File: src/rtl/prog_seq_pkg.sv
// Package: shared constants and types for the fetch sequencer.
// Assumes: a two-bit mode code at the top port.
package prog_seq_pkg;

    typedef enum logic [1:0] {
        MODE_INT      = 2'b00,
        MODE_INT_PROT = 2'b01,
        MODE_EXT      = 2'b10,
        MODE_MIXED    = 2'b11
    } exec_mode_e;

endpackage

File: src/rtl/seq_pc_unit.sv
// Module: seq_pc_unit
// Holds the fetch address and the high-byte holding register that the
// data bus sees. Priority of next address: branch, low-byte write, advance.
// Assumes: PC_W > DW, and the data bus writes one DW-bit byte per cycle.
module seq_pc_unit #(
    parameter int PC_W     = 16,
    parameter int DW       = 8,
    parameter int DA_W     = 8,
    parameter logic [DA_W-1:0] PCL_ADDR = 8'h02,
    parameter logic [DA_W-1:0] PCH_ADDR = 8'h03
) (
    input  logic            clk,
    input  logic            rst_n,
    input  logic            advance_i,
    input  logic            branch_i,
    input  logic [PC_W-1:0] branch_tgt_i,
    input  logic            dwr_en_i,
    input  logic [DA_W-1:0] dwr_addr_i,
    input  logic [DW-1:0]   dwr_data_i,
    output logic [PC_W-1:0] pc_q,
    output logic [PC_W-DW-1:0] pch_q,
    output logic            redirect_o
);
    localparam int HI_W = PC_W - DW;

    logic pcl_hit;
    logic pch_hit;

    // Decode data-bus writes aimed at the two mapped address bytes.
    always_comb begin
        pcl_hit    = dwr_en_i && (dwr_addr_i == PCL_ADDR);
        pch_hit    = dwr_en_i && (dwr_addr_i == PCH_ADDR);
        redirect_o = branch_i || pcl_hit;
    end

    // Next fetch address: branch beats low-byte write beats sequential step.
    always_ff @(posedge clk) begin
        if (!rst_n)
            pc_q <= '0;
        else if (branch_i)
            pc_q <= branch_tgt_i;
        else if (pcl_hit)
            pc_q <= {pch_q, dwr_data_i};
        else if (advance_i)
            pc_q <= pc_q + 1'b1;
    end

    // High-byte holding register, written only through the data bus.
    always_ff @(posedge clk) begin
        if (!rst_n)
            pch_q <= '0;
        else if (pch_hit)
            pch_q <= dwr_data_i[HI_W-1:0];
    end

endmodule

File: src/rtl/seq_bus_sel.sv
// Module: seq_bus_sel
// Chooses internal or external program bus for the current fetch address
// from the execution mode. Purely combinational.
// Assumes: INT_AW <= PC_W; reads are enabled by fetch_en_i.
module seq_bus_sel
    import prog_seq_pkg::*;
#(
    parameter int PC_W   = 16,
    parameter int INT_AW = 13
) (
    input  exec_mode_e        mode_i,
    input  logic              fetch_en_i,
    input  logic [PC_W-1:0]   pc_i,
    output logic              int_rd_o,
    output logic              ext_rd_o,
    output logic [INT_AW-1:0] int_addr_o,
    output logic [PC_W-1:0]   ext_addr_o,
    output logic              use_ext_o
);
    logic below_int;

    // Internal window test; whole space is internal if the array covers it.
    generate
        if (INT_AW >= PC_W) begin : g_full_int
            assign below_int = 1'b1;
        end else begin : g_split
            assign below_int = ~|pc_i[PC_W-1:INT_AW];
        end
    endgenerate

    // Mode map and strobe generation.
    always_comb begin
        unique case (mode_i)
            MODE_INT, MODE_INT_PROT: use_ext_o = 1'b0;
            MODE_EXT:                use_ext_o = 1'b1;
            default:                 use_ext_o = !below_int;
        endcase
        int_rd_o   = fetch_en_i && !use_ext_o;
        ext_rd_o   = fetch_en_i && use_ext_o;
        int_addr_o = INT_AW'(pc_i);
        ext_addr_o = pc_i;
    end

endmodule

File: src/rtl/seq_fetch_slot.sv
// Module: seq_fetch_slot
// The fetch-to-execute pipeline register: instruction word, its address
// and a valid flag. A flush loads the no-operation word (all zeros).
// Assumes: flush has priority over load; neither means hold.
module seq_fetch_slot #(
    parameter int IW   = 16,
    parameter int PC_W = 16
) (
    input  logic            clk,
    input  logic            rst_n,
    input  logic            load_i,
    input  logic            flush_i,
    input  logic [IW-1:0]   word_i,
    input  logic [PC_W-1:0] pc_i,
    output logic [IW-1:0]   instr_q,
    output logic [PC_W-1:0] ipc_q,
    output logic            valid_q
);
    // Pipeline slot update: flush to bubble, load fetched word, or hold.
    always_ff @(posedge clk) begin
        if (!rst_n) begin
            instr_q <= '0;
            ipc_q   <= '0;
            valid_q <= 1'b0;
        end else if (flush_i) begin
            instr_q <= '0;
            valid_q <= 1'b0;
        end else if (load_i) begin
            instr_q <= word_i;
            ipc_q   <= pc_i;
            valid_q <= 1'b1;
        end
    end

endmodule

File: src/rtl/prog_seq.sv
// Module: prog_seq (top)
// Two-stage fetch/execute sequencer: fetches one IW-bit word per cycle
// while the previous word sits in the execute slot; handles branch,
// data-bus writes to the mapped fetch address, stalls and bus selection.
// Assumes: program memories answer combinationally in the same cycle.
module prog_seq
    import prog_seq_pkg::*;
#(
    parameter int PC_W   = 16,
    parameter int IW     = 16,
    parameter int DW     = 8,
    parameter int DA_W   = 8,
    parameter int INT_AW = 13,
    parameter logic [DA_W-1:0] PCL_ADDR = 8'h02,
    parameter logic [DA_W-1:0] PCH_ADDR = 8'h03
) (
    input  logic              clk,
    input  logic              rst_n,
    input  logic [1:0]        mode_i,
    input  logic              stall_i,
    input  logic              branch_i,
    input  logic [PC_W-1:0]   branch_tgt_i,
    input  logic              dwr_en_i,
    input  logic [DA_W-1:0]   dwr_addr_i,
    input  logic [DW-1:0]     dwr_data_i,
    output logic              int_rd_o,
    output logic [INT_AW-1:0] int_addr_o,
    input  logic [IW-1:0]     int_data_i,
    output logic              ext_rd_o,
    output logic [PC_W-1:0]   ext_addr_o,
    input  logic [IW-1:0]     ext_data_i,
    output logic [PC_W-1:0]   pc_o,
    output logic              ex_valid_o,
    output logic [IW-1:0]     ex_instr_o,
    output logic [PC_W-1:0]   ex_pc_o
);
    logic [PC_W-1:0]    pc_q;
    logic [PC_W-DW-1:0] pch_q;
    logic               redirect;
    logic               use_ext;
    logic               fetch_en;
    logic [IW-1:0]      fetched;

    // Reads happen whenever the pipeline moves and reset is released.
    always_comb begin
        fetch_en = rst_n && !stall_i;
        fetched  = use_ext ? ext_data_i : int_data_i;
        pc_o     = pc_q;
    end

    seq_pc_unit #(
        .PC_W(PC_W), .DW(DW), .DA_W(DA_W),
        .PCL_ADDR(PCL_ADDR), .PCH_ADDR(PCH_ADDR)
    ) u_pc (
        .clk(clk), .rst_n(rst_n), .advance_i(!stall_i),
        .branch_i(branch_i), .branch_tgt_i(branch_tgt_i),
        .dwr_en_i(dwr_en_i), .dwr_addr_i(dwr_addr_i), .dwr_data_i(dwr_data_i),
        .pc_q(pc_q), .pch_q(pch_q), .redirect_o(redirect)
    );

    seq_bus_sel #(.PC_W(PC_W), .INT_AW(INT_AW)) u_sel (
        .mode_i(exec_mode_e'(mode_i)), .fetch_en_i(fetch_en), .pc_i(pc_q),
        .int_rd_o(int_rd_o), .ext_rd_o(ext_rd_o),
        .int_addr_o(int_addr_o), .ext_addr_o(ext_addr_o), .use_ext_o(use_ext)
    );

    seq_fetch_slot #(.IW(IW), .PC_W(PC_W)) u_slot (
        .clk(clk), .rst_n(rst_n), .load_i(!stall_i), .flush_i(redirect),
        .word_i(fetched), .pc_i(pc_q),
        .instr_q(ex_instr_o), .ipc_q(ex_pc_o), .valid_q(ex_valid_o)
    );

endmodule

File: config.mk
export PLATFORM = sky130hd
export DESIGN_NAME = prog_seq
export DESIGN_NICKNAME = d
export VERILOG_FILES = /design/src/rtl/prog_seq_pkg.sv /design/src/rtl/seq_pc_unit.sv /design/src/rtl/seq_bus_sel.sv /design/src/rtl/seq_fetch_slot.sv /design/src/rtl/prog_seq.sv
export SDC_FILE = /design/constraint.sdc
export NUM_CORES = 1
export LEC_CHECK = 0
export BUFFER_PORTS_ARGS = -buffer_cell sky130_fd_sc_hd__buf_2
export CAP_MARGIN = 30
export CORE_MARGIN = 1.5
export CORE_UTILIZATION = 45
export DETAILED_ROUTE_END_ITERATION = 6
export MAX_ROUTING_LAYER = met4
export PLACE_DENSITY = 0.78
export SYNTH_ARGS = -nofsm -noshare
export SYNTH_HDL_FRONTEND = slang
export SYNTH_HIERARCHICAL = 1
export SYNTH_SLANG_ARGS = --single-unit
File: constraint.sdc
create_clock -name clk -period 2.45 [get_ports clk]
set_clock_uncertainty 0.05 [all_clocks]
set_input_delay 0.1225 -clock clk [delete_from_list [all_inputs] [get_ports clk]]
set_output_delay 0.1225 -clock clk [all_outputs]
set_load 0.1 [all_outputs]
==> results of run 1 <==
-- synthesized netlist by cell type (all sizes together), types with 3 or more instances --
cell type	instances
nand3	27
o221ai	10
xnor2	7
dfxtp	57
nand2	42
nor2b	10
o21ai	4
o21a	3
clkbuf	11
inv	5
xor2	3
o31ai	3
nor4	8
mux2	16
nor2	24
or4b	3
nand4	7
nor3	8
mux2i	43
buf	40
-- routing by layer --
metal / up-vias / wire (um) / track usage [%]
li1: 1470 / - / -
met1: 1469 / 3800 / 29.6
met2: 135 / 4620 / 40.0
met3: 10 / 728 / 5.00
met4: 0 / 114 / 8.66
met5: - / 0 / -
-- where the power goes --
| part | internal [mW] | leakage, nW | switching, mW |
|---|---|---|---|
| clock network | 0.833 | 0.140 | 0.385 |
| logic | 0.206 | 1.44 | 0.690 |
| registers | 0.963 | 0.465 | 0.0492 |
-- registers in the layout (all words and copies together), names as in the netlist --
signal / count
u_slot/valid_q: 1
u_slot/ipc_q: 16
u_pc/pch_q: 8
u_pc/pc_q: 16
u_slot/instr_q: 16
-- cell families after synthesis --
family / after synthesis / synth area share [%]
muxes: 59 / 20.1
DFF: 57 / 35.3
xor gates and xnor gates: 10 / 2.71
adders and majority gates: 1 / 0.387
AOI/OAI and AO/OA: 28 / 6.47
buffers and inverters: 56 / 11.9
and+or+nand+nor: 139 / 23.1
-- tightest hold or removal path, stage by stage --
cell	delay [ns]
buf_2	0.09
nand3_1	0.06
o221ai_1	0.08
-- final cells by class --
class / count / area (um2) / area share, %
multi-input cells: 237 / 1710 / 40.8
clock buffers: 11 / 151 / 3.62
flip-flops and latches: 57 / 1140 / 27.3
well taps: 96 / 120 / 2.87
inverters: 5 / 18.8 / 0.448
repair buffers: 170 / 921 / 22.0
clock inverters: 5 / 125 / 2.99
-- stage by stage --
stage	cells	hold slack, ns
final	581	0.0170
after global routing	581	0.0191
after CTS	581	0.00189
after detailed placement	557	0.310
after global placement	557	0.304
after floorplan	350	0.212
-- worst paths after layout --
| kind | startpoint | endpoint | slack (ns) | cells after the start |
|---|---|---|---|---|
| setup reg to reg | u_pc/pc_q[15]$_SDFFE_PN0P_ | u_slot/instr_q[12]$_SDFFE_PP0P_ | 0.24 | 5 |
| hold reg to reg | u_slot/ipc_q[14]$_SDFFE_PN0P_ | u_slot/ipc_q[14]$_SDFFE_PN0P_ | 0.40 | 2 |
| setup / recovery | u_pc/pc_q[15]$_SDFFE_PN0P_ | u_slot/instr_q[12]$_SDFFE_PP0P_ | 0.24 | 5 |
| hold / removal | branch_tgt_i[13] | u_pc/pc_q[13]$_SDFFE_PN0P_ | 0.02 | 3 |
==> metrics.md, run 1 <==
| Metric | Value |
|---|---|
| Status | `finished, final reports clean` |
| Antenna viol nets, final | `0` |
| Total grt overflow | `0` |
| CP top delay family | `simple AND/OR/NAND/NOR gates` |
| Final Critical Period | `2.21 ns` |
| Final hold vios | `0` |
| Initial antenna violation count | `0` |
| PnR worst setup slack | `0.240 ns` |
| Syn Inst Count | `350` |
| Fillers | `619` |
| Pwr Density | `747 nW/um2` |
| Peak supply drop | `0.336 mV` |
| Period Utilization, post-route | `90.2%` |
| Critical path class | `register to register` |
| Type of origin of the critical path | `register` |
| CP max-delay cell | `or4b_1` |
| Data required, critical path | `2.63 ns` |
| Die Wd | `87.7 um` |
| Clk_lat worst skew | `0.33 ns` |
| Initial DRC count | `181` |
| Worst hold path class | `input port to register` |
| Critical-path cell list | `or4b_1, and2_1, mux2_4, mux2i_1, nor2_1` |
| Final Wtd Congestion | `0.837` |
| Io pins | `151` |
| Number of global-route vias before repair | `2761` |
| Fmax | `0.452 GHz` |
| Top cells by area, synth | `dfxtp_1, mux2i_1, buf_4, nand2_1, mux2_4` |
| HPWL Detailed | `6.64 mm` |
| Synth top area share | `35.3%` |
| Drt first pass iters | `5` |
| Total power draw | `3.13 mW` |
| Crit-path max FO | `16` |
| CP endpoint kind | `register` |
| Row cnt | `30` |
| Largest net degree at the start of global routing | `34` |
| Register area share after synthesis | `35.3%` |
| DR vias | `3084` |
| TNS Setup | `0 ns` |
| Mean Syn Cell Area | `9.23 um2` |
| Most frequent cells in the layout | `buf_2, dfxtp_1, mux2i_1, nand2_1, nand3_1` |
| Reg clk slew, reported paths | `0.07 ns` |
| Die Span Y | `87.7 um` |
| Initial Utilization | `47.0%` |
| Final Util | `60.9%` |
| Clk root buf | `clkbuf_8` |
| Layout cells sized above 1 | `42.1%` |
| TritonCTS Buffers | `9` |
| I/O Buffers | `150` |
| Commonest non-fill, non-tap cell in the layout | `buf_2` |
| Synthesized area | `3230 um2` |
| H-tree lvl count | `3` |
| TritonCTS clock tree | `built` |
| RSZ-0062 raised after global routing | `false` |
| Area Growth Syn to Fin | `29.6%` |
| Antenna cells | `0` |
| Vias per cell | `5.31` |
| Core area | `6870 um2` |
| Synth area leader | `dfxtp_1` |
| Placed inst area | `3830 um2` |
| Clock tree buffer depth | `2` |
| Net count after synthesis | `422` |
| Max stage delay on crit path | `0.53 ns` |
| Critical path buffers and inverters | `0` |
| Full die area | `7690 um2` |
| Synth Register Bits | `57` |
| Leak | `2.04 nW` |
| Ys flop type | `dfxtp_1` |
| Total GRT Usage | `24.4%` |
| Arrival @ worst endpoint | `2.39 ns` |
| Fin nets | `552` |
| Async S/R FF share, synth | `0%` |
| Worst-case headroom to the max-slew limit | `32.9%` |
| Final Max Slew Viols | `0` |
| Postcts setup bufs | `0` |
| Max-cap violation count | `0` |
| Yosys warnings | `6` |
| Hold Buf Count CTS | `8` |
| Drt drc | `0` |
| First-pass GRT wire length | `14.0 mm` |
| Post-synthesis cell type count | `46` |
| Design Area, Final | `4190 um2` |
| Final setup violating endpoints | `0` |
| Worst slack at placement | `0.273 ns` |
| Least-Margin Pin Slew | `1.01 ns` |
| DR WL/cell | `15.9 um` |
| Post_cts resized | `0` |
| Post-Route WL | `9.26 mm` |
| Clock sink count | `57` |
| Number of enable flip-flop cells after synthesis | `0` |
(Power assumes the default switching activity.)
==> run 2, diff against run 1 <==
ABC_AREA = 1   (was default)
PLACE_DENSITY = 0.76   (was 0.78)
==> run 2 against run 1 <==
Net effect:
- sequential share of layout area is 0.96 points lower
- synthesized area is 10% higher
- wire length up 10%
- critical path depth grew 4
- largest cell class unchanged
- largest power group is now combinational logic
- highest routed layer unchanged
==> metrics.md, run 2 <==
| Metric | Value |
|---|---|
| Final Util | `56.4% (-4.5 points)` |
| Initial DRC count | `301 (+66%)` |
| Full die area | `8470 um2 (+10%)` |
| Row cnt | `32 (+6.7%)` |
| Core area | `7690 um2 (+12%)` |
| Final Critical Period | `1.88 ns (-0.326 ns)` |
| Final Wtd Congestion | `0.927 (+11%)` |
| Ys flop type | `dfxtp_1` |
| Worst-case hold slack | `0.0217 ns (+0.00471 ns)` |
| Synthesized area | `3570 um2 (+10%)` |
| Post_cts resized | `0 (unchanged)` |
| Drt drc | `0 (unchanged)` |
| CP top delay family | `buffers and inverters` |
| Vias per cell | `5.08 (-4.4%)` |
| Critical path buffers and inverters | `2 (+2)` |
| Post-synthesis cell type count | `32 (-30%)` |
| Most frequent cells in the layout | `nand2_1, buf_2, dfxtp_1, inv_1, nor2_1` |
| Type of origin of the critical path | `register` |
| Crit-path max FO | `17 (+1)` |
| Area Growth Syn to Fin | `21.6%` |
| Io pins | `151 (unchanged)` |
| Logic pwr share | `33.7% (+5.0 points)` |
| Synth area leader | `dfxtp_1` |
| Final hold vios | `0 (unchanged)` |
| Clock tree buffer depth | `2 (unchanged)` |
| Synth top area share | `32.0% (-3.3 points)` |
| Period Utilization, post-route | `76.9% (-13 points)` |
| Largest registers | `u_pc/pc_q (16), u_slot/instr_q (16), u_slot/ipc_q (16)` |
| DR WL/cell | `13.4 um (-16%)` |
| Peak supply drop | `0.305 mV (-9.2%)` |
| TritonCTS clock tree | `built` |
| CP max-delay cell | `dfxtp_1` |
| Critical-path cell list | `nor2_1, nand2_2, nand2_1, inv_1, inv_6, nand2_1, nand2_1, nand2_1, a21oi_1` |
| Largest family of logic cells by synthesized area | `simple AND/OR/NAND/NOR gates` |
| DR vias | `3863 (+25%)` |
| Top cells by count, synth | `nand2_1, dfxtp_1, inv_1, nor2_1, a21oi_1` |
| Yosys warnings | `6 (unchanged)` |
| CP dominant cell by count | `nand2_1` |
| I/O Buffers | `150 (unchanged)` |
| Max stage delay on crit path | `0.52 ns (about the same)` |
| Design Area, Final | `4340 um2 (+3.6%)` |
| Register area share after synthesis | `32.0% (-3.3 points)` |
| Layout cells sized above 1 | `32.2% (-9.9 points)` |
| Pwr Density | `739 nW/um2 (-1.1%)` |
| Reg clk slew, reported paths | `0.07 ns (about the same)` |
| Net count after synthesis | `609 (+44%)` |
| Final setup violating endpoints | `0 (unchanged)` |
| Leak | `2.22 nW (+9.0%)` |
| Initial antenna violation count | `0 (unchanged)` |
| Antenna viol nets, final | `0 (unchanged)` |
| Int Pwr | `1.85 mW (-7.6%)` |
| Post-synthesis adder-cell area fraction | `0.351% (-0.037 points)` |
| Antenna cells | `0 (unchanged)` |
| Number of global-route vias before repair | `3426 (+24%)` |
| Count leader, synth | `nand2_1` |
| Worst hold path class | `input port to register` |
| H-tree lvl count | `3 (unchanged)` |
| Fmax | `0.531 GHz (+17%)` |
| Total GRT Usage | `24.9% (+0.49 points)` |
| NetSw | `1.36 mW (+21%)` |
| Syn Inst Count | `537 (+53%)` |
| Max-cap violation count | `0 (unchanged)` |
| Critical path class | `register to register` |
| TNS Setup | `0 ns (unchanged)` |
| Final Max Slew Viols | `0 (unchanged)` |
| Clk_lat worst skew | `0.34 ns (about the same)` |
| Drt first pass iters | `5 (unchanged)` |
| Clk root buf | `clkbuf_8` |
| Switching share of power | `42.3% (+6.3 points)` |
| Clock sink count | `57 (unchanged)` |
| Commonest non-fill, non-tap cell in the layout | `nand2_1` |
| CP endpoint kind | `register` |
| Initial Utilization | `46.4% (-0.61 points)` |
| Worst-case headroom to the max-slew limit | `37.1% (+4.1 points)` |
| Fin nets | `726 (+32%)` |
| Mux cell area share after synthesis | `0% (-20 points)` |
| Xor and xnor area share after synthesis | `0.982% (-1.7 points)` |
| Total grt overflow | `0 (unchanged)` |
| Number of enable flip-flop cells after synthesis | `0 (unchanged)` |
| Die Span Y | `92.0 um (+4.9%)` |
| Arrival @ worst endpoint | `2.05 ns (-0.34 ns)` |
| Postcts setup bufs | `0 (unchanged)` |
| RSZ-0062 raised after global routing | `false` |
| First-pass GRT wire length | `16.3 mm (+17%)` |
| Top cells by area, synth | `dfxtp_1, nand2_1, buf_4, a21oi_1, inv_1` |
| Compound-Gate Fraction of Synth Area | `14.2% (+7.7 points)` |
| Post-Synth Simple-Gate Area | `34.2% (+11 points)` |
| Hold Buf Count CTS | `1 (-7)` |
| HPWL Detailed | `7.47 mm (+13%)` |
| Data required, critical path | `2.62 ns (about the same)` |
| Largest net degree at the start of global routing | `41 (+21%)` |
| Synth Register Bits | `57 (unchanged)` |
| Post-Route WL | `10.2 mm (+10%)` |
| Async S/R FF share, synth | `0% (unchanged)` |
| Mean Syn Cell Area | `6.64 um2 (-28%)` |
| Least-Margin Pin Slew | `0.941 ns (-0.0654 ns)` |
| Placed inst area | `4080 um2 (+6.4%)` |
| Clock power frac | `33.8% (-5.1 points)` |
| TritonCTS Buffers | `9 (unchanged)` |
| Die Wd | `92.0 um (+4.9%)` |
| Status | `finished, final reports clean` |
| Seq pwr share | `32.4% (about the same)` |
[run 2: changes by cell type in the layout (fill, tap and decap cells not counted), moves of 29 or more]
cell,change
o21ai_0,+29
inv_1,+51
mux2i_1,-43
nor2_1,+31
nand2_1,+109
a21oi_1,+41
[run 2: cell type report]
class                   count  area [um2]
flip-flops and latches     57        1140
fillers                   772        3350
clock buffers               9         124
well taps                 102         128
clock inverters             7         119
repair buffers            158         816
inverters                  60         235
multi-input cells         368        1780
[run 2: power groups by stage]
stage | sequential [mW] | clock, mW | combinational (mW)
final | 1.04 | 1.08 | 1.08
after global routing | 1.05 | 1.15 | 1.14
after global placement | 1.06 | 0 | 1.07
after floorplan | 1.39 | 0 | 0.608
after detailed placement | 1.06 | 0 | 1.07
after CTS | 1.04 | 1.10 | 1.08
[run 2: final timing paths]
path                              startpoint                        endpoint  slack (ns)  depth (start not counted)
setup / recovery  u_pc/pc_q[13]$_SDFFE_PN0P_  u_slot/instr_q[1]$_SDFFE_PP0P_        0.57                          9
hold / removal              branch_tgt_i[14]      u_pc/pc_q[14]$_SDFFE_PN0P_        0.02                          3
setup reg to reg  u_pc/pc_q[13]$_SDFFE_PN0P_  u_slot/instr_q[1]$_SDFFE_PP0P_        0.57                          9
hold reg to reg   u_pc/pch_q[2]$_SDFFE_PN0P_      u_pc/pch_q[2]$_SDFFE_PN0P_        0.41                          2
[run 2: worst reg2reg max path, delay by kind of cell (launching register included)]
family	cells	cell delay, ns
compound gates	1	0.08
simple gates	6	0.50
buf+inv	2	0.61
flops	1	0.52
[run 2: per-stage QoR]
step | setup WS [ns] | cells | total power, mW
after floorplan | 0.139 | 537 | 2.00
after global placement | 0.617 | 743 | 2.13
after detailed placement | 0.587 | 743 | 2.13
after CTS | 0.577 | 760 | 3.21
after global routing | 0.375 | 761 | 3.33
final | 0.566 | 761 | 3.21
[run 2: cell families (layout without fill, tap and decap cells)]
group / count (synthesis) / in the layout
AND/OR/NAND/NOR: 271 / 271
XOR/XNOR: 4 / 4
flip-flops: 57 / 57
buffers and inverters: 112 / 234
adder cells (fa/ha/maj): 1 / 1
AO/OA/AOI/OAI: 92 / 92
[run 2: routing by layer]
layer,track usage [%],vias up,wire length (um)
li1,-,1904,-
met1,30.9,1754,4350
met2,39.8,189,4770
met3,5.89,16,911
met4,8.33,0,175
met5,-,-,0
